--- config.mk ---
export PLATFORM = sky130hd
export DESIGN_NAME = lif_neuron_core
export DESIGN_NICKNAME = d
export VERILOG_FILES = /design/src/rtl/lif_pkg.sv /design/src/rtl/lif_euler_step.sv /design/src/rtl/lif_refractory.sv /design/src/rtl/lif_membrane.sv /design/src/rtl/lif_neuron_core.sv
export SDC_FILE = /design/constraint.sdc
export NUM_CORES = 1
export LEC_CHECK = 0
export BUFFER_PORTS_ARGS = -buffer_cell sky130_fd_sc_hd__buf_4
export CORE_MARGIN = 2
export CORE_UTILIZATION = 60
export CTS_CLUSTER_DIAMETER = 120
export DETAILED_ROUTE_END_ITERATION = 16
export GPL_ROUTABILITY_DRIVEN = 0
export PLACE_DENSITY = 0.86
export SKIP_LAST_GASP = 1
export SLEW_MARGIN = 20
export SYNTH_ARGS = -nofsm -noshare
export SYNTH_HDL_FRONTEND = slang
export SYNTH_HIERARCHICAL = 1
export SYNTH_SLANG_ARGS = --single-unit
--- constraint.sdc ---
create_clock -name clk -period 14.4 [get_ports clk]
set_input_delay 2.88 -clock clk [delete_from_list [all_inputs] [get_ports clk]]
set_output_delay 2.88 -clock clk [all_outputs]
set_load 0.01 [all_outputs]
--- src/rtl/lif_pkg.sv ---
package lif_pkg;

   // Phase of the neuron: integrating normally, or frozen after a spike.
   typedef enum logic {
      PH_INTEG  = 1'b0,
      PH_REFRAC = 1'b1
   } lif_phase_e;

   // Library defaults shared by the modules of the core.
   localparam int unsigned LIF_V_W    = 16;
   localparam int unsigned LIF_K_W    = 16;
   localparam int unsigned LIF_K_FRAC = 14;
   localparam int unsigned LIF_REF_W  = 8;

endpackage

--- src/rtl/lif_euler_step.sv ---
// Forward-Euler relaxation toward the leak level with saturating result.
module lif_euler_step #(
   parameter int unsigned V_W    = lif_pkg::LIF_V_W,
   parameter int unsigned K_W    = lif_pkg::LIF_K_W,
   parameter int unsigned K_FRAC = lif_pkg::LIF_K_FRAC
) (
   input  logic                  clk,
   input  logic                  rst_n,
   input  logic signed [V_W-1:0] v_cur,
   input  logic signed [V_W-1:0] v_leak,
   input  logic signed [K_W-1:0] k_step,
   output logic signed [V_W-1:0] v_next
);

   localparam int unsigned DW = V_W + 1;   // width of the difference
   localparam int unsigned PW = DW + K_W;  // width of the full product
   localparam int unsigned HW = PW - V_W + 1; // bits that must agree to fit

   generate
      if (K_FRAC >= K_W) begin : g_bad_frac
         $error("lif_euler_step: K_FRAC must be below K_W");
      end
      if (V_W < 4) begin : g_bad_vw
         $error("lif_euler_step: V_W must be at least 4");
      end
   endgenerate

   logic signed [DW-1:0] diff;
   logic signed [PW-1:0] diff_x;
   logic signed [PW-1:0] gain_x;
   logic signed [PW-1:0] prod;
   logic signed [PW-1:0] delta;
   logic signed [PW-1:0] sum;
   logic        [HW-1:0] upper;
   logic                 fits;

   assign diff   = $signed({v_leak[V_W-1], v_leak}) - $signed({v_cur[V_W-1], v_cur});
   assign diff_x = $signed({{K_W{diff[DW-1]}}, diff});
   assign gain_x = $signed({{DW{k_step[K_W-1]}}, k_step});
   assign prod   = diff_x * gain_x;
   assign delta  = prod >>> K_FRAC;
   assign sum    = delta + $signed({{(PW-V_W){v_cur[V_W-1]}}, v_cur});

   assign upper  = sum[PW-1:V_W-1];
   assign fits   = (&upper) | ~(|upper);

   always_comb begin
      if (fits) begin
         v_next = sum[V_W-1:0];
      end else if (sum[PW-1]) begin
         v_next = {1'b1, {(V_W-1){1'b0}}};
      end else begin
         v_next = {1'b0, {(V_W-1){1'b1}}};
      end
   end

   // A non-negative increment never lowers the potential (no wrap, R3).
   assert_no_wrap_up_R3 : assert property (@(posedge clk) disable iff (!rst_n)
      (delta >= 0) |-> (v_next >= v_cur));
   // A negative increment never raises the potential (no wrap, R3).
   assert_no_wrap_down_R3 : assert property (@(posedge clk) disable iff (!rst_n)
      (delta < 0) |-> (v_next <= v_cur));

endmodule

--- src/rtl/lif_refractory.sv ---
// Refractory tick counter; the disabled variant makes a plain leaky neuron.
module lif_refractory
   import lif_pkg::*;
#(
   parameter int unsigned REF_W  = lif_pkg::LIF_REF_W,
   parameter bit          REF_EN = 1'b1
) (
   input  logic             clk,
   input  logic             rst_n,
   input  logic             step,
   input  logic             fire,
   input  logic [REF_W-1:0] ref_len,
   output lif_phase_e       phase
);

   generate
      if (REF_W < 1) begin : g_bad_refw
         $error("lif_refractory: REF_W must be at least 1");
      end

      if (REF_EN) begin : g_count
         logic [REF_W-1:0] cnt_q;

         always_ff @(posedge clk or negedge rst_n) begin
            if (!rst_n) begin
               cnt_q <= '0;
            end else if (step) begin
               if (fire) begin
                  cnt_q <= ref_len;
               end else if (cnt_q != '0) begin
                  cnt_q <= cnt_q - 1'b1;
               end
            end
         end

         assign phase = (cnt_q != '0) ? PH_REFRAC : PH_INTEG;

         // Each frozen tick uses up exactly one count.
         assert_count_down_R7 : assert property (@(posedge clk) disable iff (!rst_n)
            (step && !fire && cnt_q != '0) |=> (cnt_q == $past(cnt_q) - 1'b1));
         // A firing tick arms the counter with the programmed length.
         assert_count_load_R7 : assert property (@(posedge clk) disable iff (!rst_n)
            (step && fire) |=> (cnt_q == $past(ref_len)));
         // Without a tick the count is held.
         assert_count_hold_R4 : assert property (@(posedge clk) disable iff (!rst_n)
            !step |=> $stable(cnt_q));
      end else begin : g_plain
         logic unused_ref;
         assign unused_ref = ^{clk, rst_n, step, fire, ref_len};
         assign phase      = PH_INTEG;
      end
   endgenerate

endmodule

--- src/rtl/lif_membrane.sv ---
// Membrane register, threshold decision and spike pulse.
module lif_membrane
   import lif_pkg::*;
#(
   parameter int unsigned V_W = lif_pkg::LIF_V_W
) (
   input  logic                  clk,
   input  logic                  rst_n,
   input  logic                  step,
   input  lif_phase_e            phase,
   input  logic signed [V_W-1:0] v_next,
   input  logic signed [V_W-1:0] v_thresh,
   input  logic signed [V_W-1:0] v_reset,
   output logic                  fire,
   output logic signed [V_W-1:0] v_q,
   output logic                  spike_q
);

   logic integrating;

   assign integrating = step && (phase == PH_INTEG);
   assign fire        = integrating && (v_next >= v_thresh);

   always_ff @(posedge clk or negedge rst_n) begin
      if (!rst_n) begin
         v_q     <= '0;
         spike_q <= 1'b0;
      end else begin
         spike_q <= fire;
         if (integrating) begin
            v_q <= fire ? v_reset : v_next;
         end
      end
   end

   // No tick: potential held and no spike.
   assert_idle_hold_R4 : assert property (@(posedge clk) disable iff (!rst_n)
      !step |=> ($stable(v_q) && !spike_q));
   // Frozen tick: potential held and no spike.
   assert_frozen_hold_R7 : assert property (@(posedge clk) disable iff (!rst_n)
      (step && phase == PH_REFRAC) |=> ($stable(v_q) && !spike_q));
   // A spike always carries the restart value.
   assert_spike_restart_R6 : assert property (@(posedge clk) disable iff (!rst_n)
      $rose(spike_q) |-> (v_q == $past(v_reset)));
   // A spike follows only a tick.
   assert_spike_on_tick_R5 : assert property (@(posedge clk) disable iff (!rst_n)
      spike_q |-> $past(step));

endmodule

--- src/rtl/lif_neuron_core.sv ---
// Time-stepped leaky integrate-and-fire neuron with refractory freeze.
module lif_neuron_core
   import lif_pkg::*;
#(
   parameter int unsigned V_W    = lif_pkg::LIF_V_W,
   parameter int unsigned K_W    = lif_pkg::LIF_K_W,
   parameter int unsigned K_FRAC = lif_pkg::LIF_K_FRAC,
   parameter int unsigned REF_W  = lif_pkg::LIF_REF_W,
   parameter bit          REF_EN = 1'b1
) (
   input  logic                  clk,
   input  logic                  rst_n,
   input  logic                  step,
   input  logic signed [V_W-1:0] v_leak,
   input  logic signed [V_W-1:0] v_thresh,
   input  logic signed [V_W-1:0] v_reset,
   input  logic signed [K_W-1:0] k_step,
   input  logic [REF_W-1:0]      ref_len,
   output logic                  spike,
   output logic signed [V_W-1:0] v_mem
);

   generate
      if (K_W < 2) begin : g_bad_kw
         $error("lif_neuron_core: K_W must be at least 2");
      end
   endgenerate

   logic signed [V_W-1:0] v_cur;
   logic signed [V_W-1:0] v_next;
   logic                  fire;
   lif_phase_e            phase;

   lif_euler_step #(
      .V_W    (V_W),
      .K_W    (K_W),
      .K_FRAC (K_FRAC)
   ) u_euler (
      .clk    (clk),
      .rst_n  (rst_n),
      .v_cur  (v_cur),
      .v_leak (v_leak),
      .k_step (k_step),
      .v_next (v_next)
   );

   lif_refractory #(
      .REF_W  (REF_W),
      .REF_EN (REF_EN)
   ) u_refrac (
      .clk     (clk),
      .rst_n   (rst_n),
      .step    (step),
      .fire    (fire),
      .ref_len (ref_len),
      .phase   (phase)
   );

   lif_membrane #(
      .V_W (V_W)
   ) u_membrane (
      .clk      (clk),
      .rst_n    (rst_n),
      .step     (step),
      .phase    (phase),
      .v_next   (v_next),
      .v_thresh (v_thresh),
      .v_reset  (v_reset),
      .fire     (fire),
      .v_q      (v_cur),
      .spike_q  (spike)
   );

   assign v_mem = v_cur;

endmodule

; Yosys cells after proc, flatten, opt, wreduce, memory -nomap -nowiden
; Index checks and enable logic that the tools add are counted.
[word_totals]
latchBits = 0
register_bits = 25
output_inout_bits = 17
elab_cells = 24
mem_bits_ro = 0
memories = 0
ram_bits = 0
input_bits = 75
[op_classes]
order_cmp = 1
shift = 0
div = 0
n_addsub = 3
n_reduce_logical = 7
n_mux = 6
bitwise = 3
n_eq_ne = 0
n_mul = 1
[op_table]
columns = cell, count
row1 = two-way mux 16 bit, 3
row2 = multiplier 17 x 16 -> 33 bit, 1
row3 = adder 19 x 16 -> 20 bit, 1
row4 = AND reduction 18 bit, 1
row5 = OR reduction 18 bit, 1
row6 = subtractor 16 x 16 -> 17 bit, 1
row7 = greater-or-equal comparator 16 bit, 1
row8 = two-way mux 8 bit, 2
row9 = nonzero test 8 bit, 1
row10 = "subtractor 8 x 1 -> 8 bit, second input constant", 1
row11 = logical AND 1 bit, 2
row12 = inverter 1 bit, 2
row13 = AND reduction 2 bit, 1
row14 = nonzero test 2 bit, 1
row15 = two-way mux 1 bit, 1
row16 = OR 1 bit, 1

; Longest topological paths before layout
; Gate-level depths: netlist of the first run.
[depth]
depth_word = 11
ltp_mapped = 60
depth_no_buf = 54

; By module
; The synthesis of the first run kept the hierarchy.
[by_module_without_submodules]
columns = module, instances, cells_per_inst, seq_area_each_um2, area_each_um2
row1 = lif_euler_step, 1, 1327, 0.0, 11790.1
row2 = lif_membrane, 1, 155, 425.4, 1307.5
row3 = lif_refractory, 1, 60, 200.2, 578.1

; Worst setup path after synthesis of the first run
; OpenSTA, ideal clock, no wires.
[synth_timing]
kind = input to register
start = input port v_leak[0]
end = register u_refrac.g_count.cnt_q[6]
stages = 55
path_buffers = 5
path_slack_ps = -264
setup_ps = 75
required_time_ps = 14325
t_arrival_ps = 14590
path_cell_list = inv_1 -> ha_1 -> fa_1 -> nor2b_1 -> o21ai_0 -> a21boi_1 -> o21ai_0 -> a21oi_1 -> a31o_2 -> a21oi_1 -> xnor2_1 -> clkbuf_1 -> nand2_1 -> fa_1 -> fa_1 -> inv_1 -> fa_1 -> inv_1 -> (+19 left out) -> o41ai_4 -> a21oi_4 -> o311ai_2 -> o41ai_4 -> buf_6 -> o21ai_2 -> ha_1 -> nand4_1 -> nor3_2 -> a21bo_4 -> a31o_1 -> buf_6 -> buf_6 -> and3_1 -> o41ai_4 -> buf_6 -> o21bai_4 -> o2bb2ai_2
[synth_via]
elab_chain_len = 11
word_cells_on_any_way = 14
classes_between = add/sub: 2 / mul: 1 / order compare: 1 / mux: 3 / bitwise: 2 / reduce/logical: 5
[synth_rtl]
columns = item, line_no
row1 = start: declaration, lif_neuron_core.sv:14  ; input logic signed [V_W-1:0] v_leak,
row2 = subtractor 16 x 16 -> 17 bit *, lif_euler_step.sv:37  ; assign diff = $signed({v_leak[V_W-1], v_leak}) - $signed({v_cur[V_W-1], v_cur});
row3 = multiplier 17 x 16 -> 33 bit *, lif_euler_step.sv:40  ; assign prod = diff_x * gain_x;
row4 = adder 19 x 16 -> 20 bit *, lif_euler_step.sv:42  ; assign sum = delta + $signed({{(PW-V_W){v_cur[V_W-1]}}, v_cur});
row5 = OR reduction 18 bit, lif_euler_step.sv:45  ; assign fits = (&upper) | ~(|upper);
row6 = inverter 1 bit, lif_euler_step.sv:45
row7 = OR 1 bit, lif_euler_step.sv:45
row8 = two-way mux 16 bit *, lif_euler_step.sv:48  ; if (fits) begin
row9 = net v_next[14], lif_neuron_core.sv:30  ; logic signed [V_W-1:0] v_next;
row10 = greater-or-equal comparator 16 bit *, lif_membrane.sv:22  ; assign fire = integrating && (v_next >= v_thresh);
row11 = logical AND 1 bit *, lif_membrane.sv:22
row12 = net fire, lif_neuron_core.sv:31  ; logic fire;
row13 = nonzero test 2 bit (no line), -
row14 = AND reduction 2 bit (no line), -
row15 = end signal: assignment, lif_refractory.sv:29  ; cnt_q <= ref_len;
row16 = end signal: assignment, lif_refractory.sv:31  ; cnt_q <= cnt_q - 1'b1;
row17 = end: declaration, lif_refractory.sv:22  ; logic [REF_W-1:0] cnt_q;
; The timed path passes the listed nets; every way through them passes the cells marked *.
; A chain may end at the register's enable or synchronous reset.

; Worst setup path after layout of the first run
[layout_timing]
start = input port v_leak[0]
end = register u_refrac.g_count.cnt_q[5]
; The elaborated chain is that of the path after synthesis.

==> results of run 1 <==
[flip-flops by register name, summed over array words and instances (netlist names)]
register	count
u_refrac/g_count.cnt_q	8
u_membrane/spike_q	1
u_membrane/v_q	16
[placed cells by master, fill, tap and decap left out, drive strengths merged, types with 9 or more instances in the layout]
cell	instances
inv	365
fa	277
buf	202
nand2	146
ha	137
and2	98
nor2	68
o21ai	54
a21oi	46
xnor2	42
nor2b	28
nand3	26
dfrtp	25
a31oi	21
nand2b	16
a21o	15
xor2	15
nor3	15
o21a	9
[what timing repair did]
action | in CTS | in global routing
endpoints found under the setup margin | 14 | 25
gates resized for setup | 5 | 137
hold buffers | 0 | 0
cloned | 0 | 1
buffers inserted | 1 | 28
pin swaps | 3 | 99
[logic make-up after synthesis]
family,after synthesis,share of synthesized area (%)
AOI/OAI and AO/OA,197,10.8
xor gates and xnor gates,57,3.79
adders and majority gates,414,53.1
buffers and inverters,416,11.8
DFF,25,4.57
muxes,3,0.238
and+or+nand+nor,430,15.8
[tightest hold or removal path: cells and delay by family, from the launching register on]
kind | cells | cell delay (ns)
AOI/OAI and AO/OA | 2 | 0.17
DFF | 1 | 0.39
[stage by stage]
stage,setup TNS [ns],area (um^2)
final,-1.36,16100
after CTS,0,15300
after global routing,-7.91,16100
after detailed placement,-6.77,15200
after global placement,0,15200
after floorplan,0,13700
[final timing paths]
kind | startpoint | to | depth (start not counted) | slack [ns]
worst max-delay path | v_leak[0] | u_refrac/g_count.cnt_q[5] | 56 | -0.31
worst min-delay path | u_refrac/g_count.cnt_q[3] | u_refrac/g_count.cnt_q[3] | 2 | 0.59
worst max register to register | u_membrane/v_q[1] | u_refrac/g_count.cnt_q[5] | 50 | 1.85
worst min register to register | u_refrac/g_count.cnt_q[3] | u_refrac/g_count.cnt_q[3] | 2 | 0.59
max in group asynchronous | rst_n | u_membrane/v_q[6] | 1 | 11.62
min in group asynchronous | rst_n | u_refrac/g_count.cnt_q[0] | 1 | 2.51
[per-layer routing]
metal  part of all wire [%]  global-route usage, %
met3                    7.8                   3.09
met2                     51                   51.2
met1                     38                   38.9
met4                    3.3                   7.45
met5                      0                      0
[cell usage after synthesis (3+ instances only)]
master,count,area share (%)
a211oi_1,5,0.27
a21o_1,14,0.77
a21oi_1,43,1.6
a31oi_1,20,0.91
and2_1,98,4.5
and3_1,5,0.23
and4_1,3,0.19
buf_6,6,0.49
clkbuf_1,40,1.1
dfrtp_1,25,4.6
fa_1,277,41
ha_1,137,13
inv_1,366,10
nand2_1,146,4.0
nand2b_1,16,0.73
nand3_1,26,0.95
nand4_1,6,0.27
nor2_1,68,1.9
nor2b_1,28,1.3
nor3_1,14,0.51
nor4_1,3,0.14
o211ai_1,4,0.22
o21a_1,9,0.49
o21ai_0,29,1.1
o21ai_1,15,0.55
o21ai_2,10,0.64
o21bai_1,6,0.33
o41ai_4,3,0.60
or3_1,3,0.14
xnor2_1,41,2.6
xor2_1,15,0.96
[cell type report]
cell class / count / area share, %
clock inverters: 1 / 0.0466
flip-flops and latches: 25 / 3.88
repair buffers: 204 / 10.2
clock buffers: 3 / 0.466
well taps: 285 / 2.21
inverters: 366 / 8.56
multi-input cells: 1101 / 74.6
==> results.toml, run 1 <==
[floorplan]
fp.dieW_um = 155
core_um2 = 22500
die_area_um2 = 24000
chipHeight_um = 155
boundaryPins = 92
rows = 55
initial_utilization_pct = 60.8

[critical_path]
critPathTopFamily = "adder cells"
cp_slowest_cell = "fa_1"
start_kind = "input pin"
critPathMostFrequentCell = "buf_4"
worstSetupPathType = "input pin to register"
critical_path.endpoint_type = "register"
crit_arrival_ns = 14.87
path_buf_inv = 12
max_stage_delay_ns = 0.60
critPathRequiredTime_ns = 14.56
cp_max_fo = 8

[yosys]
mappedNetlistArea_um2 = 13700
synth_ff_type = "dfrtp_1"
synth_edf_count = 0
syn_avg_cell_area_um2 = 8.87
syn_nets = 2031
synthArstFlopShare_pct = 100
yosys_warnings = 6
ys_seq_elements = 25
yosysUniqueCellTypes = 81
ys_seq_area_share_pct = 4.57
synth_cells = 1542

[route]
antenna_left = 0
drc = 0
post_drt_wl_per_cell_um = 19.1
dr.pass1.iters = 6
vias = 11600
drt_iter0_drc = 862
wirelength_mm = 37.8
drt-vias-per-instance = 5.85

[final_layout]
finish.utilization_pct = 71.6
nFillCells = 1482
instances_no_fill = 1985
drive_above_1_share_pct = 20.8
diodes = 0
nets = 2190
syn_to_final_growth_pct = 17.8
layout.area.seq_um2 = 626
multi_input_area_um2 = 12000

[placed_design]
port_buffers = 91
dp_hpwl_mm = 28.9
dp_slack_ns = -0.408
dp.cells = 1952

[sta]
drv_slew = 0
rsz0062_at_grt = "yes"
setup_violations = 8
whs_ns = 0.594
finalHoldViolCount = 0
fin_crit_sh_pct = 102
timing.clock.skew_ns = 0.00875
slew_headroom_pct = 49.7
final.setup.worst_slack_ns = -0.305
worst_pin_slew_ns = 0.753
clock.fmax_mhz = 68.0
period_needed_ns = 14.71

[min_path]
min_path_type = "register to register"

[cts]
numCtsBuffers = 3
htreeDepth = 1
cts_tree = "done"
clk_pin_slew_worst_paths_ns = 0.07
clk_path_buf_depth = 2
clock-root-buffer = "clkbuf_16"
worstSkewPairLatency_ns = 0.26
cts_sinks = 25

[global_routing]
grt_max_degree = 34
grt_usage_pct = 29.1
grt_pass1_wl_mm = 57.0
global_route.overflow_total = 0
grt_pass1_vias = 12100
antenna_found_initial = 0

[run_status]
status = "complete, but fails checks"
violations = "setup timing"

[flow_run]
maxCapViolCount = 0
Power of run 1 is left out: the tool's default activity adds up to more than one toggle a clock period on the data nets, which glitch-free logic cannot reach.
==> run 2: changes to the inputs <==
Settings changed: CORE_UTILIZATION 60 to 38, PLACE_DENSITY 0.86 to 0.61.
Clock period 14.4 ns to 17.8 ns, I/O delays scaled along.
==> results.toml, run 2 (synthesis gave the netlist of run 1 again) <==
[run_status]
status = "finished clean"

[final_layout]
nets = 2102
layout_commonest_cell = "inv_1"
largestRegisters = "u_membrane/v_q: 16 flops, u_refrac/g_count.cnt_q: 8 flops, u_membrane/spike_q: 1 flops"
multi_input_area_um2 = 11500
drive_above_1_share_pct = 10.2
syn_to_final_growth_pct = 9.68
instances_no_fill = 2074
largest-register = "u_membrane/v_q"
nFillCells = 3524
layout.area.seq_um2 = 626
final_cell_mix = "366 x inv_1, 277 x fa_1, 146 x nand2_1"
largest_register_ffs = 16

[sta]
finalHoldViolCount = 0
timing.clock.skew_ns = 0.00543
drv_slew = 0
final.setup.worst_slack_ns = 1.14
period_needed_ns = 16.66
setup_violations = 0
fin_crit_sh_pct = 93.6
slew_headroom_pct = 36.9
worst_pin_slew_ns = 0.940
clock.fmax_mhz = 60.0
fin_tns_setup_ns = 0
rsz0062_at_grt = "no"

[critical_path]
reg2reg_setup_slack_ns = 4.07
crit_arrival_ns = 16.81
r2r_start = "u_membrane/v_q[0]"
crit_start = "v_leak[0]"
critPathMostFrequentCell = "fa_1"
crit_end = "u_refrac/g_count.cnt_q[5]"
r2r_cells = 53
start_kind = "input pin"
cp_max_fo = 22
cp_slowest_cell = "a31o_1"
r2r-end = "u_refrac/g_count.cnt_q[5]"
critical_path.endpoint_type = "register"
worstSetupPathType = "input pin to register"
max_stage_delay_ns = 0.57
critPathRequiredTime_ns = 17.95

[route]
antenna_left = 0
drt-vias-per-instance = 5.03
vias = 10400
wirelength_mm = 34.0
dr.pass1.iters = 5
post_drt_wl_per_cell_um = 16.4
drc = 0
drt_iter0_drc = 508

[floorplan]
boundaryPins = 92
die_area_um2 = 37500
fp.dieW_um = 194
core_um2 = 35500
rows = 69
initial_utilization_pct = 38.5
chipHeight_um = 194

[global_routing]
grt_pass1_vias = 11000
grt_pass1_wl_mm = 57.4
global_route.overflow_total = 0
grt_max_degree = 34
antenna_found_initial = 0
grt_usage_pct = 18.8

[placed_design]
dp_hpwl_mm = 28.6
port_buffers = 91
dp.cells = 2062
dp_slack_ns = 0.321

[cts]
htreeDepth = 1
cts_sinks = 25
numCtsBuffers = 3
clk_path_buf_depth = 2
clock-root-buffer = "clkbuf_16"
clk_pin_slew_worst_paths_ns = 0.07
worstSkewPairLatency_ns = 0.27
cts_tree = "done"

[flow_run]
maxCapViolCount = 0

[min_path]
min_path_type = "register to register"
==> run 2: cell count changes in the layout (fill, tap and decap cells not counted), moves of 11 or more <==
| cell | previous run | this run |
|---|---|---|
| buf_4 | 188 | 116 |
| ha_1 | 118 | 137 |
| ha_4 | 17 | 0 |
| fa_1 | 264 | 277 |
| fa_2 | 13 | 0 |
| o21ai_0 | 17 | 29 |
| inv_1 | 355 | 366 |
==> run 2: cell type report <==
class / instances / area share (%)
multi-input combinational: 1101 / 76.5
tap: 461 / 3.85
antenna: 1 / 0.0167
inverter: 366 / 9.16
timing repair buffer: 116 / 5.81
sequential: 25 / 4.17
clock inverter: 1 / 0.0334
clock buffer: 3 / 0.501
==> run 2: critical path: cells and delay by family <==
kind	cells	cell delay, ns
xor+xnor	2	0.38
simple gates	9	1.31
fa+ha+maj	11	4.61
buf+inv	10	1.11
compound gates	23	5.83
==> run 2: timing repair <==
item,4_1_cts,5_1_grt
endpoints found under the hold margin,0,0
hold buffers,0,0
setup buffers,0,7
gates resized for setup,0,0
endpoints found under the setup margin,0,7
==> run 2: layer usage <==
layer	wire (um)	up-vias	global-route usage [%]	part of all wire, %
met5	0	-	0	0
met4	502	0	3.22	1.5
met3	1340	36	1.17	4.0
met2	16500	264	32.0	49
met1	15600	5251	26.7	46
li1	-	4878	-	-
==> run 2: stage by stage <==
stage	hold slack (ns)	cell area (um^2)	utilization, %
after floorplan	0.502	13700	-
after global placement	0.535	14900	41.9
after detailed placement	0.545	14900	41.9
after CTS	0.561	14900	42.1
after global routing	0.605	15000	42.3
final	0.569	15000	42.3
==> run 2: how the worst min path moves through the flow <==
stage / from / endpoint / cells after the start
floorplan: u_refrac/g_count.cnt_q[6] / u_refrac/g_count.cnt_q[6] / 1
global placement: u_refrac/g_count.cnt_q[6] / u_refrac/g_count.cnt_q[6] / 1
detailed placement: u_refrac/g_count.cnt_q[6] / u_refrac/g_count.cnt_q[6] / 1
CTS: u_refrac/g_count.cnt_q[6] / u_refrac/g_count.cnt_q[6] / 1
finish: u_refrac/g_count.cnt_q[6] / u_refrac/g_count.cnt_q[6] / 1
global route: u_refrac/g_count.cnt_q[6] / u_refrac/g_count.cnt_q[6] / 1
Power of run 2 is left out for the same reason.
